[config.mk]
export PLATFORM = sky130hd
export DESIGN_NAME = seg_xlate
export DESIGN_NICKNAME = d
export VERILOG_FILES = /design/src/rtl/seg_xlate_pkg.sv /design/src/rtl/seg_xlate_pick.sv /design/src/rtl/seg_xlate_mode.sv /design/src/rtl/seg_xlate_form.sv /design/src/rtl/seg_xlate.sv
export SDC_FILE = /design/constraint.sdc
export NUM_CORES = 1
export LEC_CHECK = 0
export BUFFER_PORTS_ARGS = -buffer_cell sky130_fd_sc_hd__buf_2
export CAP_MARGIN = 20
export CORE_MARGIN = 8
export CORE_UTILIZATION = 41
export CTS_CLUSTER_SIZE = 30
export DETAILED_ROUTE_END_ITERATION = 7
export PLACE_DENSITY = 0.81
export SYNTH_ARGS = -nofsm -noshare
export SYNTH_HDL_FRONTEND = slang
export SYNTH_HIERARCHICAL = 1
export SYNTH_SLANG_ARGS = --single-unit
[constraint.sdc]
create_clock -name clk -period 2.65 [get_ports clk]
set_input_delay 0.3975 -clock clk [delete_from_list [all_inputs] [get_ports clk]]
set_output_delay 0.3975 -clock clk [all_outputs]
set_load 0.005 [all_outputs]
[src/rtl/seg_xlate_pkg.sv]
package seg_xlate_pkg;

  typedef enum logic [1:0] {
    PRIV_KERN  = 2'b00,
    PRIV_SUPER = 2'b01,
    PRIV_USER  = 2'b10,
    PRIV_ERRL  = 2'b11
  } priv_e;

  typedef enum logic [1:0] {
    RES_HIT   = 2'b00,
    RES_TLB   = 2'b01,
    RES_FAULT = 2'b10
  } res_e;

  // 16-bit segment word
  typedef struct packed {
    logic [6:0] base;
    logic [1:0] spare;
    logic [2:0] mode;
    logic       ex_unmap;
    logic [2:0] attr;
  } seg_cfg_t;

  localparam int CFG_W    = $bits(seg_cfg_t);
  localparam int BASE_LSB = 9;
  localparam int PERM_W   = 3;

endpackage

[src/rtl/seg_xlate_pick.sv]
module seg_xlate_pick
  import seg_xlate_pkg::*;
#(
  parameter int ADDR_W = 32,
  parameter int NCTL   = 3
) (
  input  logic [ADDR_W-1:0]  addr,
  input  logic [2*CFG_W-1:0] ctl [NCTL],
  output seg_cfg_t           cfg,
  output logic [ADDR_W-1:0]  off_mask
);
  localparam int NSLOT = 2 * NCTL;
  localparam logic [ADDR_W-1:0] LOW_MASK  = {2'b00, {(ADDR_W-2){1'b1}}};
  localparam logic [ADDR_W-1:0] HIGH_MASK = {3'b000, {(ADDR_W-3){1'b1}}};

  logic [CFG_W-1:0] slot [NSLOT];
  logic [2:0]       top3;
  logic [2:0]       idx;

  // slot 2g = upper half of control word g, slot 2g+1 = lower half
  for (genvar g = 0; g < NCTL; g++) begin : g_unpack
    assign slot[2*g]   = ctl[g][2*CFG_W-1:CFG_W];
    assign slot[2*g+1] = ctl[g][CFG_W-1:0];
  end

  assign top3 = addr[ADDR_W-1 -: 3];

  always_comb begin
    if (top3[2]) begin
      idx      = {1'b0, ~top3[1], top3[0]};
      off_mask = HIGH_MASK;
    end else begin
      idx      = {2'b10, top3[1]};
      off_mask = LOW_MASK;
    end
    cfg = seg_cfg_t'(slot[idx]);
  end

endmodule

[src/rtl/seg_xlate_mode.sv]
module seg_xlate_mode
  import seg_xlate_pkg::*;
(
  input  priv_e      priv,
  input  logic [2:0] mode,
  input  logic       ex_unmap,
  output res_e       kind
);
  // bit n set: access mode n is affected
  localparam logic [7:0] K_FAULT = 8'b0000_0000;
  localparam logic [7:0] K_MAP   = 8'b0000_1110;
  localparam logic [7:0] S_FAULT = 8'b0000_0011;
  localparam logic [7:0] S_MAP   = 8'b0001_1100;
  localparam logic [7:0] U_FAULT = 8'b0010_0111;
  localparam logic [7:0] U_MAP   = 8'b0001_1000;

  logic [7:0] fault_set;
  logic [7:0] map_set;

  always_comb begin
    unique case (priv)
      PRIV_SUPER: begin fault_set = S_FAULT; map_set = S_MAP; end
      PRIV_USER:  begin fault_set = U_FAULT; map_set = U_MAP; end
      default:    begin fault_set = K_FAULT; map_set = K_MAP; end
    endcase

    if (priv == PRIV_ERRL && ex_unmap) kind = RES_HIT;
    else if (fault_set[mode])          kind = RES_FAULT;
    else if (map_set[mode])            kind = RES_TLB;
    else                               kind = RES_HIT;
  end

endmodule

[src/rtl/seg_xlate_form.sv]
module seg_xlate_form
  import seg_xlate_pkg::*;
#(
  parameter int ADDR_W   = 32,
  parameter int PA_SHIFT = 20,
  parameter int PHYS_W   = CFG_W + PA_SHIFT
) (
  input  logic [ADDR_W-1:0] addr,
  input  logic [6:0]        base,
  input  logic [ADDR_W-1:0] off_mask,
  output logic [PHYS_W-1:0] phys
);
  localparam int BASE_POS = BASE_LSB + PA_SHIFT;

  logic [PHYS_W-1:0] base_w;
  logic [PHYS_W-1:0] mask_w;
  logic [PHYS_W-1:0] addr_w;

  assign base_w = {{(PHYS_W-7){1'b0}}, base} << BASE_POS;
  assign mask_w = {{(PHYS_W-ADDR_W){1'b0}}, off_mask};
  assign addr_w = {{(PHYS_W-ADDR_W){1'b0}}, addr};
  assign phys   = (base_w & ~mask_w) | (addr_w & mask_w);

endmodule

[src/rtl/seg_xlate.sv]
module seg_xlate
  import seg_xlate_pkg::*;
#(
  parameter int ADDR_W   = 32,
  parameter int PA_SHIFT = 20,
  parameter int PHYS_W   = CFG_W + PA_SHIFT
) (
  input  logic                 clk,
  input  logic                 rst,
  input  logic                 in_valid,
  input  logic [ADDR_W-1:0]    in_addr,
  input  logic [1:0]           in_priv,
  input  logic [2*CFG_W-1:0]   in_ctl0,
  input  logic [2*CFG_W-1:0]   in_ctl1,
  input  logic [2*CFG_W-1:0]   in_ctl2,
  output logic                 out_valid,
  output logic [1:0]           out_res,
  output logic [PHYS_W-1:0]    out_phys,
  output logic [PERM_W-1:0]    out_perm,
  output logic [2:0]           out_attr
);
  localparam int NCTL = 3;

  logic [2*CFG_W-1:0] ctl [NCTL];
  seg_cfg_t           cfg;
  logic [ADDR_W-1:0]  off_mask;
  res_e               kind;
  logic [PHYS_W-1:0]  phys_c;

  assign ctl[0] = in_ctl0;
  assign ctl[1] = in_ctl1;
  assign ctl[2] = in_ctl2;

  seg_xlate_pick #(.ADDR_W(ADDR_W), .NCTL(NCTL)) u_pick (
    .addr     (in_addr),
    .ctl      (ctl),
    .cfg      (cfg),
    .off_mask (off_mask)
  );

  seg_xlate_mode u_mode (
    .priv     (priv_e'(in_priv)),
    .mode     (cfg.mode),
    .ex_unmap (cfg.ex_unmap),
    .kind     (kind)
  );

  seg_xlate_form #(.ADDR_W(ADDR_W), .PA_SHIFT(PA_SHIFT), .PHYS_W(PHYS_W)) u_form (
    .addr     (in_addr),
    .base     (cfg.base),
    .off_mask (off_mask),
    .phys     (phys_c)
  );

  always_ff @(posedge clk) begin
    if (rst) begin
      out_valid <= 1'b0;
      out_res   <= RES_HIT;
      out_phys  <= '0;
      out_perm  <= '0;
      out_attr  <= '0;
    end else begin
      out_valid <= in_valid;
      if (in_valid) begin
        out_res  <= kind;
        out_attr <= cfg.attr;
        if (kind == RES_HIT) begin
          out_phys <= phys_c;
          out_perm <= '1;
        end else begin
          out_phys <= '0;
          out_perm <= '0;
        end
      end
    end
  end

endmodule

# == After elaboration in Yosys (flattened, before gate mapping) ==
# Cells that the tools add are included.
# word_totals
wordCells,34
out_inout_bits,45
regBits,45
# op_classes
eq_ne,3
n_reduce_logical,2
n_lt_le_gt_ge,2
n_bitwise,6
n_mux,16
# op_table
op,count
16-bit binary-select mux with 3-bit select,1
36-bit AND,1
36-bit two-way mux,1
30-bit inverter with 36-bit output,1
36-bit by 32-bit OR with 36-bit output,1
32-bit by 30-bit AND with 32-bit output,1
16-bit two-way mux,2
30-bit two-way mux,1
6-bit case mux with 2 select lines,1
5-bit case mux with 2 select lines,1
1-bit binary-select mux with 3-bit select,2
3-bit two-way mux,2
2-bit equality test (second input constant),2
4-bit greater-or-equal comparator (second input constant),1
3-bit by 4-bit less-than comparator with 1-bit output (second input constant),1
2-bit two-way mux,2
3-bit inverter with 4-bit output,1
1-bit two-way mux,3
2-bit by 1-bit equality test with 1-bit output (second input constant),1
2-bit zero test,1
1-bit logical AND,1
1-bit inverter,1

# == Logic depth before layout (Yosys ltp) ==
# logic_depth
depth_word,13
mapped_depth,11

# == Hierarchy ==
# Netlist, hierarchy kept.
# by_module_without_submodules
module,area_per_inst_um2,cells_each,seq_area_each_um2,n_inst
seg_xlate,1868.0,188,860.8,1
seg_xlate_pick,1083.5,90,0.0,1
seg_xlate_form,256.5,36,0.0,1
seg_xlate_mode,115.1,13,0.0,1

# == Least setup slack after synthesis ==
# Ideal clock, no wire load.
# synth_path
path_type,input-to-reg
startpoint,input in_addr[30]
endpoint,register out_phys[10]
stages,10
setup_slack_ns,0.039
required_ns,2.518
t_arrival_ns,2.479
cell_sequence,clkbuf_1 -> buf_2 -> mux2_2 -> mux2_2 -> nor4b_2 -> a2bb2oi_1 -> clkbuf_1 -> clkbuf_1 -> nand4bb_1 -> a21oi_1
# synth_rtl
item,line,text
start: declaration,seg_xlate.sv:11,"input logic [ADDR_W-1:0] in_addr,"
end signal: assignment,seg_xlate.sv:68,out_phys <= phys_c;
end: declaration,seg_xlate.sv:18,"output logic [PHYS_W-1:0] out_phys,"

==> metrics.txt <==
WL final=8640 µm; grt ovf=0; most crowded layer after global routing=met2; final hold violations=0; Synth Warn #=6; Hold Path End=out_phys[34]; Power Dens Cells=441 nW/µm²; initial core utilization=42.0%; PnR Total Power=1.80 mW; sequential power share=38.8%; Gates resized, CTS repair=0; Max Clk Rate=428 MHz; Nets=597; Crit. End Element=flip-flop; # setup viols final=0; Sink Count=43; M3 GR Usage=6.33%; NetSw=0.439 mW; RD Place Congestion=0.736; Worst Path Max Fanout=38; min-delay src=out_phys[34]; Final min period=2.34 ns; LEAKAGE=1.88 nW; Syn-to-layout area delta=26.7%; first-pass GRT wire length=13900 µm; dpl hpwl=6790 µm; Syn Inst Count=321; r2r startpoint=out_phys[3]; CTS clock-pin slew for the worst setup and hold paths=0.08 ns; die width=105 µm; CP Launch Type=input port; Total Die Area=11000 µm²; syn avg cell area=10.0 µm²; largest net degree at the start of global routing=44; Clock Power Share=33.0%; met1 Use GR=15.5%; drt first pass iters=5; Crit path arrival time=2.55 ns; R2R depth=2; Final Skew=0 ns; maxcap violations=0; TritonCTS buffer count=5; status=finished clean; Worst Hold Path Cells=2; Critical-path top delay cell=mux4_1; layout cells sized above 1=47.7%; post-CTS setup buffers=0; via count=2729; total track usage=14.9%; top-level port count=178; worst rel slew slack=47.3%; initial antenna violation count=0; # hold bufs at CTS=0; Post-Syn Area=3230 µm²; initial drt markers=63; std cell rows=32; Final period util=88.2%; core area=7690 µm²; antenna viol nets, final=0; CTS Buffer Depth=2; Worst Hold Class=flip-flop to flip-flop; Worst Tran Pin Value=0.790 ns; Worst VDD drop=0.260 mV; critical path class=input port to flip-flop; fill cell count=730; worst r2r dst=out_phys[3]; Die Y=105 µm; vias in the first global route=2932; ant diodes=0; RSZ-0062 raised after global routing=false; pre-CTS setup slack=0.00422 ns; worst-path cell chain=buf_2, mux4_1, mux2_2, and4b_1, nor3_2, a21oi_2, buf_12, or3b_1, a21oi_1; min setup slack post-route=0.312 ns; Net Sw Frac=24.4%; CP top delay family=multiplexers; CTS tree=done; Via density=4.83; crit-path max cell delay=0.57 ns; clock root cell=clkbuf_8; Int Pwr=1.36 mW; DRC Markers=0; H-tree depth=2; combinational cell fraction of total power=28.2%; I/O Buffers=165; Max Slew Vio Count=0; met2 usage=27.6%; FF-to-FF setup slack=2.00 ns; Bufs and invs on worst path=2; Worst EP required=2.86 ns; Worst-Skew Late Latency=0.29 ns; Final TNS setup=0 ns; DR WL/cell=15.3 µm
-- registers in the layout, indices dropped and copies added, names as in the netlist --
register and flops:
out_attr 3, out_res 2, out_valid 1, out_perm 1, out_phys 36
-- layout by cell type (no fill, tap or decap), types with 5 or more instances in the layout --
master and n:
dfxtp_1 43, a21oi_1 38, mux4_1 6, nor2_1 5
conb_1 31, and2_1 29, buf_2 165, nand2b_1 38
mux4_2 8, mux2i_1 5, mux2_2 20, nand4bb_1 36
mux2_4 11, clkbuf_8 5
-- worst max path at each step --
stage	startpoint	end	slack, ns	depth (start not counted)
floorplan	in_addr[29]	out_phys[10]	0.05	11
global placement	in_addr[29]	out_perm[1]	0.07	9
detailed placement	in_addr[29]	out_perm[1]	0.004	9
CTS	in_addr[29]	out_perm[1]	0.31	9
global route	in_addr[29]	out_perm[1]	0.21	9
finish	in_addr[29]	out_perm[1]	0.31	9
-- cell type report --
cell class              instances  area (µm²)  area share (%)
clock inverters                 2        60.1            1.47
multi-input cells             239        2050            50.2
flip-flops and latches         43         861            21.1
inverters                       2        7.51           0.184
repair buffers                171         908            22.2
well taps                     102         128            3.12
clock buffers                   6        72.6            1.78
-- metrics by stage --
stage               std cells  area, µm²  hold slack, ns  util [%]
CTS                       565       4090           0.473      53.2
detailed placement        557       3950           0.459      51.4
global placement          557       3950           0.455      51.4
finish                    565       4090           0.471      53.2
global route              565       4090           0.483      53.2
floorplan                 350       3330           0.466         -
-- worst min-delay path, delay by kind of cell (launching register included) --
family	cells	cell delay [ns]
compound gates	1	0.05
flops	1	0.31
simple gates	1	0.06
-- power groups by stage --
stage / combinational (mW) / clock (mW) / sequential (mW)
after floorplan: 0.362 / 0 / 0.718
after global placement: 0.498 / 0 / 0.712
after detailed placement: 0.513 / 0 / 0.714
after CTS: 0.514 / 0.620 / 0.699
after global routing: 0.554 / 0.647 / 0.703
final: 0.508 / 0.595 / 0.698
-- metal layers --
metal / vias to the layer above / share of wire [%]
met5: - / 0
met1: 1247 / 40
met3: 7 / 9.1
met2: 119 / 50
li1: 1356 / -
met4: 0 / 0.82
Note: power is estimated with default switching activity, not from simulation.
